`config.mk`:
```
export PLATFORM = sky130hd
export DESIGN_NAME = llsc_monitor
export DESIGN_NICKNAME = d
export VERILOG_FILES = /design/src/rtl/llsc_pkg.sv /design/src/rtl/llsc_rr_arbiter.sv /design/src/rtl/llsc_resv_table.sv /design/src/rtl/llsc_word_mem.sv /design/src/rtl/llsc_monitor.sv
export SDC_FILE = /design/constraint.sdc
export NUM_CORES = 2
export LEC_CHECK = 0
export ABC_AREA = 1
export ABC_CLOCK_PERIOD_IN_PS = 13950
export BUFFER_PORTS_ARGS = -buffer_cell sky130_fd_sc_hd__clkbuf_2
export CORE_MARGIN = 10
export CORE_UTILIZATION = 50
export CTS_BUF_LIST = sky130_fd_sc_hd__clkbuf_4
export DETAILED_ROUTE_END_ITERATION = 12
export MAX_ROUTING_LAYER = met4
export PLACE_DENSITY = 0.71
export SKIP_CTS_REPAIR_TIMING = 1
export SYNTH_ARGS = -nofsm -noshare
export SYNTH_HDL_FRONTEND = slang
export SYNTH_HIERARCHICAL = 1
export SYNTH_SLANG_ARGS = --single-unit
export TNS_END_PERCENT = 50
```
`constraint.sdc`:
```
create_clock -name clk -period 13.95 [get_ports clk]
set_input_delay 2.79 -clock clk [delete_from_list [all_inputs] [get_ports clk]]
set_output_delay 2.79 -clock clk [all_outputs]
set_load 0.005 [all_outputs]
```
`src/rtl/llsc_pkg.sv`:
```
`timescale 1ns/1ps
// Shared opcode type for the exclusive monitor.
// Assumes the two-bit encoding is fixed at the core ports.
package llsc_pkg;
    typedef enum logic [1:0] {
        OP_LOAD  = 2'b00,
        OP_STORE = 2'b01,
        OP_LINK  = 2'b10,
        OP_COND  = 2'b11
    } llsc_op_e;
endpackage

```
`src/rtl/llsc_rr_arbiter.sv`:
```
`timescale 1ns/1ps
// Round-robin arbiter: picks one requester per cycle, searching from the
// core after the last winner. Assumes requests stay asserted until granted.
// Grants are forced low while reset is held.
module llsc_rr_arbiter #(
    parameter int N     = 4,
    localparam int IDX_W = (N > 1) ? $clog2(N) : 1
) (
    input  logic             clk,
    input  logic             rst_n,
    input  logic [N-1:0]     req,
    output logic [N-1:0]     grant,
    output logic [IDX_W-1:0] gnt_idx
);
    logic [IDX_W-1:0] ptr;
    logic             found;
    int               cand;

    // Search for the first requester in rotated order starting at ptr.
    always_comb begin
        grant   = '0;
        gnt_idx = '0;
        found   = 1'b0;
        cand    = 0;
        for (int off = 0; off < N; off++) begin
            cand = int'(ptr) + off;
            if (cand >= N) cand = cand - N;
            if (!found && rst_n && req[cand]) begin
                found       = 1'b1;
                grant[cand] = 1'b1;
                gnt_idx     = IDX_W'(cand);
            end
        end
    end

    // Advance the search start past the core that just won.
    always_ff @(posedge clk) begin
        if (!rst_n) begin
            ptr <= '0;
        end else if (found) begin
            ptr <= (int'(gnt_idx) == N - 1) ? '0 : gnt_idx + 1'b1;
        end
    end
endmodule

```
`src/rtl/llsc_resv_table.sv`:
```
`timescale 1ns/1ps
// Reservation table: one valid bit and one word address per core.
// Sets an entry on a load-link, and clears it on the core's own
// store-conditional, on its own store to the address, or on any memory
// write that another core makes to the address.
module llsc_resv_table
    import llsc_pkg::*;
#(
    parameter int N      = 4,
    parameter int ADDR_W = 6,
    localparam int IDX_W = (N > 1) ? $clog2(N) : 1
) (
    input  logic                clk,
    input  logic                rst_n,
    input  logic                acc,
    input  logic [IDX_W-1:0]    core_idx,
    input  llsc_op_e            op,
    input  logic [ADDR_W-1:0]   addr,
    input  logic                mem_we,
    output logic                sc_pass,
    output logic [N-1:0]        resv_valid,
    output logic [N*ADDR_W-1:0] resv_addr
);
    logic [ADDR_W-1:0] entry_addr [N];

    // Decide whether the requester still holds a reservation on addr.
    always_comb begin
        sc_pass = 1'b0;
        for (int i = 0; i < N; i++) begin
            if (IDX_W'(i) == core_idx && resv_valid[i] && entry_addr[i] == addr)
                sc_pass = 1'b1;
        end
    end

    for (genvar g = 0; g < N; g++) begin : g_entry
        // Update one core's reservation from the accepted request.
        always_ff @(posedge clk) begin
            if (!rst_n) begin
                resv_valid[g] <= 1'b0;
                entry_addr[g] <= '0;
            end else if (acc && core_idx == IDX_W'(g)) begin
                case (op)
                    OP_LINK: begin
                        resv_valid[g] <= 1'b1;
                        entry_addr[g] <= addr;
                    end
                    OP_COND:  resv_valid[g] <= 1'b0;
                    OP_STORE: if (entry_addr[g] == addr) resv_valid[g] <= 1'b0;
                    default:  ;
                endcase
            end else if (mem_we && resv_valid[g] && entry_addr[g] == addr) begin
                resv_valid[g] <= 1'b0;
            end
        end
        assign resv_addr[g*ADDR_W +: ADDR_W] = entry_addr[g];
    end
endmodule

```
`src/rtl/llsc_word_mem.sv`:
```
`timescale 1ns/1ps
// Single-ported word memory held in registers. Reads are combinational
// and return the word before any write of the same cycle. Cleared to zero
// by reset.
module llsc_word_mem #(
    parameter int ADDR_W = 6,
    parameter int DATA_W = 32,
    localparam int DEPTH = 1 << ADDR_W
) (
    input  logic              clk,
    input  logic              rst_n,
    input  logic              we,
    input  logic [ADDR_W-1:0] addr,
    input  logic [DATA_W-1:0] wdata,
    output logic [DATA_W-1:0] rdata
);
    logic [DATA_W-1:0] words [DEPTH];

    // Present the addressed word.
    assign rdata = words[addr];

    // Clear on reset, otherwise write the addressed word when enabled.
    always_ff @(posedge clk) begin
        if (!rst_n) begin
            for (int i = 0; i < DEPTH; i++) words[i] <= '0;
        end else if (we) begin
            words[addr] <= wdata;
        end
    end
endmodule

```
`src/rtl/llsc_monitor.sv`:
```
`timescale 1ns/1ps
// Exclusive monitor top. It arbitrates the core requests, applies the
// winning one to memory and the reservation table, and registers a
// one-cycle response to the winner. It assumes each core holds its request
// until it sees its grant bit.
module llsc_monitor
    import llsc_pkg::*;
#(
    parameter int NUM_CORES = 4,
    parameter int ADDR_W    = 6,
    parameter int DATA_W    = 32,
    localparam int IDX_W    = (NUM_CORES > 1) ? $clog2(NUM_CORES) : 1
) (
    input  logic                        clk,
    input  logic                        rst_n,
    input  logic [NUM_CORES-1:0]        req_valid,
    input  logic [2*NUM_CORES-1:0]      req_op,
    input  logic [ADDR_W*NUM_CORES-1:0] req_addr,
    input  logic [DATA_W*NUM_CORES-1:0] req_wdata,
    output logic [NUM_CORES-1:0]        req_grant,
    output logic [NUM_CORES-1:0]        rsp_valid,
    output logic [DATA_W-1:0]           rsp_rdata,
    output logic                        rsp_sc_ok
);
    logic [IDX_W-1:0]            gnt_idx;
    logic                        acc;
    llsc_op_e                    sel_op;
    logic [ADDR_W-1:0]           sel_addr;
    logic [DATA_W-1:0]           sel_wdata;
    logic                        sc_pass;
    logic                        mem_we;
    logic [DATA_W-1:0]           mem_rdata;
    logic [NUM_CORES-1:0]        resv_valid;
    logic [NUM_CORES*ADDR_W-1:0] resv_addr;

    llsc_rr_arbiter #(.N(NUM_CORES)) u_arb (
        .clk     (clk),
        .rst_n   (rst_n),
        .req     (req_valid),
        .grant   (req_grant),
        .gnt_idx (gnt_idx)
    );

    assign acc = |req_grant;

    // Route the winning core's request fields to the shared datapath.
    always_comb begin
        sel_op    = OP_LOAD;
        sel_addr  = '0;
        sel_wdata = '0;
        for (int i = 0; i < NUM_CORES; i++) begin
            if (IDX_W'(i) == gnt_idx) begin
                sel_op    = llsc_op_e'(req_op[2*i +: 2]);
                sel_addr  = req_addr[ADDR_W*i +: ADDR_W];
                sel_wdata = req_wdata[DATA_W*i +: DATA_W];
            end
        end
    end

    // A store always writes; a store-conditional writes only with its reservation intact.
    assign mem_we = acc && (sel_op == OP_STORE || (sel_op == OP_COND && sc_pass));

    llsc_resv_table #(.N(NUM_CORES), .ADDR_W(ADDR_W)) u_resv (
        .clk        (clk),
        .rst_n      (rst_n),
        .acc        (acc),
        .core_idx   (gnt_idx),
        .op         (sel_op),
        .addr       (sel_addr),
        .mem_we     (mem_we),
        .sc_pass    (sc_pass),
        .resv_valid (resv_valid),
        .resv_addr  (resv_addr)
    );

    llsc_word_mem #(.ADDR_W(ADDR_W), .DATA_W(DATA_W)) u_mem (
        .clk   (clk),
        .rst_n (rst_n),
        .we    (mem_we),
        .addr  (sel_addr),
        .wdata (sel_wdata),
        .rdata (mem_rdata)
    );

    // Register the response for the core that was served this cycle.
    always_ff @(posedge clk) begin
        if (!rst_n) begin
            rsp_valid <= '0;
            rsp_rdata <= '0;
            rsp_sc_ok <= 1'b0;
        end else begin
            rsp_valid <= req_grant;
            rsp_rdata <= acc ? mem_rdata : rsp_rdata;
            rsp_sc_ok <= acc && sel_op == OP_COND && sc_pass;
        end
    end
endmodule

```
==> summary.txt <==
Place
  – Routability congestion estimate: 0.956
  – Area of placed instances: 102,000 um^2
  – Total placed cells including tap cells: 13,900
  – Placed wire-length estimate: 197,000 um
  – Count of port buffers added during placement: 206

Timing
  – Max-slew violation count: 0
  – Actual transition at the worst max-transition pin: 1.42 ns
  – Final setup vio count: 0
  – Hold slack final: 0.493 ns
  – RSZ-0062 raised after global routing: no
  – Worst setup skew after layout: 0.100 ns
  – Setup TNS: 0 ns
  – Portion of the clock cycle consumed by the worst path in the final layout: 0.677
  – Relative max-transition margin: 0.0526
  – Clock period minus final worst setup slack: 9.45 ns
  – Max Fclk: 106 MHz
  – Number of failing hold endpoints at the final stage: 0

Worst setup path
  – Largest incremental delay on the critical path: 1.29 ns
  – Peak fanout along the critical path: 40
  – Signal arrival time at the worst endpoint: 10.31 ns
  – Required time of the worst setup path: 14.82 ns
  – Dominant cell type by count on the critical path: nand2_1
  – Type of element capturing the critical path: flop
  – Start-to-end type of the worst setup path: input pin to flop
  – Startpoint of the worst register-to-register path: u_arb/ptr[1]
  – Start point of the critical path: rst_n
  – Startpoint Class: input pin
  – CP max stage cell: nand2_1

Finish
  – Layout overhead on the synthesized area: 9.91%
  – Leading cell types in the layout, fill and taps excluded: 6,145 x nand2_1, 2,178 x nor2_1, 2,072 x edfxtp_1
  – Fill cells: 17,800
  – Most common library cell in the layout ignoring fill and taps: nand2_1
  – Sequential Area: 63,100 um^2
  – Area of the multi-input gates: 32,900 um^2
  – Final cell count without fillers: 14,800
  – Layout cells sized above 1: 0.115
  – Final nets: 12,000
  – Final standard cell area without fillers: 110,000 um^2

Route
  – First drt pass iteration count: 9
  – Number of vias after detailed routing: 82,300
  – Number of nets with antenna violations after routing: 0
  – Average vias per placed instance: 5.55
  – Per-cell routed wire length: 22.5 um
  – Drt initial violations: 12,100
  – Count of unresolved DRC violations after routing: 0
  – Total Wirelength: 334,000 um

Die
  – Height of the die: 466 um
  – Number of placement rows: 163
  – DIE AREA: 218,000 um^2
  – Initial core utilization: 0.504
  – Floorplan core area: 198,000 um^2
  – X dimension of the die: 466 um
  – Num ports: 207

Clock tree
  – CTS Buf Count: 579
  – Clock tree from TritonCTS: yes
  – H-tree lvl count: 6
  – Clk Tree Root Cell: clkbuf_4
  – Number of buffers on the longest clock path: 4
  – TritonCTS sink count: 2,115
  – Clock slew at reported path FFs: 0.06 ns
  – Worst-skew pair later-pin latency: 1.37 ns

Job
  – Reported max-cap violation count: 0

GRT
  – Largest net degree at the start of global routing: 189
  – GRT Overall Usage: 0.305
  – Remaining Overflow, GRT: 0
  – Via count of the first global-routing pass: 77,400
  – Wire length of the first global-routing pass: 488,000 um
  – Met2 routing resource usage after global routing: 0.451
  – Antenna violations before repair: 6
  – Most utilized layer in the global route result: met2
  – Met1 track demand over resource: 0.391
  – Met3 demand-to-capacity share in global routing: 0.0638

Synthesis
  – Avg Cell Area, Syn: 8.56 um^2
  – Synthesized netlist cell count: 11,700
  – Portion of synthesized cell area occupied by the leading cell type: 0.624
  – Seq cells post-synth: 2,115
  – Cells taking the most area after synthesis: edfxtp_1 62%, nand2_1 23%, nor2_1 8.2%
  – Post-synth net total: 11,800
  – Number of warnings reported in the yosys synthesis log: 6
  – Syn Std Cell Area: 99,700 um^2
  – Number of unique standard cell types used by synthesis: 36
  – Top cell type by total area after synthesis: edfxtp_1
  – Sequential element share of the synthesized area: 0.633

Worst hold path
  – Path class of the lowest-slack min-delay path: flop to flop
  – Worst min-delay path startpoint: rsp_rdata[2]

Run status
  – Outcome: completed
-- synth_stat cells (all sizes together) --
library cell / count
a21oi: 40
and3: 1
buf: 155
clkbuf: 694
dfxtp: 43
edfxtp: 2072
ha: 9
inv: 112
nand2: 6157
nand3: 72
nand3b: 1
nand4: 44
nor2: 2186
nor3: 15
nor4: 5
o2111ai: 3
o211ai: 5
o21ai: 17
o21bai: 2
or2: 8
xnor2: 1
xor2: 8
-- critical path, delay by kind of cell --
kind                   cells  cell delay, ns
and+or+nand+nor           19            5.17
buffers and inverters      7            2.13
AOI/OAI and AO/OA          2            0.13
-- cell families (layout without fill, tap and decap cells) --
| family | count (synthesis) | count (layout) | share of synthesized area |
|---|---|---|---|
| compound gates | 67 | 67 | 0.00365 |
| xor+xnor | 9 | 9 | 0.000791 |
| fa+ha+maj | 9 | 9 | 0.00113 |
| buf+inv | 961 | 1476 | 0.0378 |
| flops | 2115 | 2115 | 0.633 |
| other cells | 0 | 10 | 0 |
| simple gates | 8489 | 8489 | 0.324 |
-- path summary, 6_finish.rpt --
kind	cells past startpoint	to	slack, ns
worst max-delay path	28	u_mem/words[54][1]	4.50
worst min-delay path	2	rsp_rdata[2]	0.49
worst max register to register	29	u_mem/words[54][1]	4.91
worst min register to register	2	rsp_rdata[2]	0.49
-- metal layers --
metal  share of wire  vias to the layer above
met4           0.063                        0
met3            0.12                      875
met1            0.37                    38800
met2            0.45                     5381
met5               0                        -
li1                -                    37300
-- stage by stage --
stage / util / setup slack [ns]
detailed placement: 0.518 / 3.36
finish: 0.554 / 4.50
CTS: 0.553 / 4.77
global route: 0.554 / 3.95
floorplan: - / 5.86
global placement: 0.518 / 3.38
-- sequential cells by signal, indices dropped and copies added (netlist names) --
name               flops
rsp_valid              4
u_resv/entry_addr     24
u_arb/ptr              2
u_mem/words         2048
rsp_rdata             32
u_resv/resv_valid      4
rsp_sc_ok              1
-- final cells by class --
cell class | count | share of cell area
well taps | 2640 | 0.0302
diodes | 10 | 0.000228
clock buffers | 851 | 0.0583
multi-input cells | 8574 | 0.300
repair buffers | 416 | 0.0251
inverters | 112 | 0.00441
flip-flops and latches | 2115 | 0.576
clock inverters | 97 | 0.00564
Power is not shown: default switching activity piles up to over one toggle a cycle in this logic, so the estimate is an artifact.
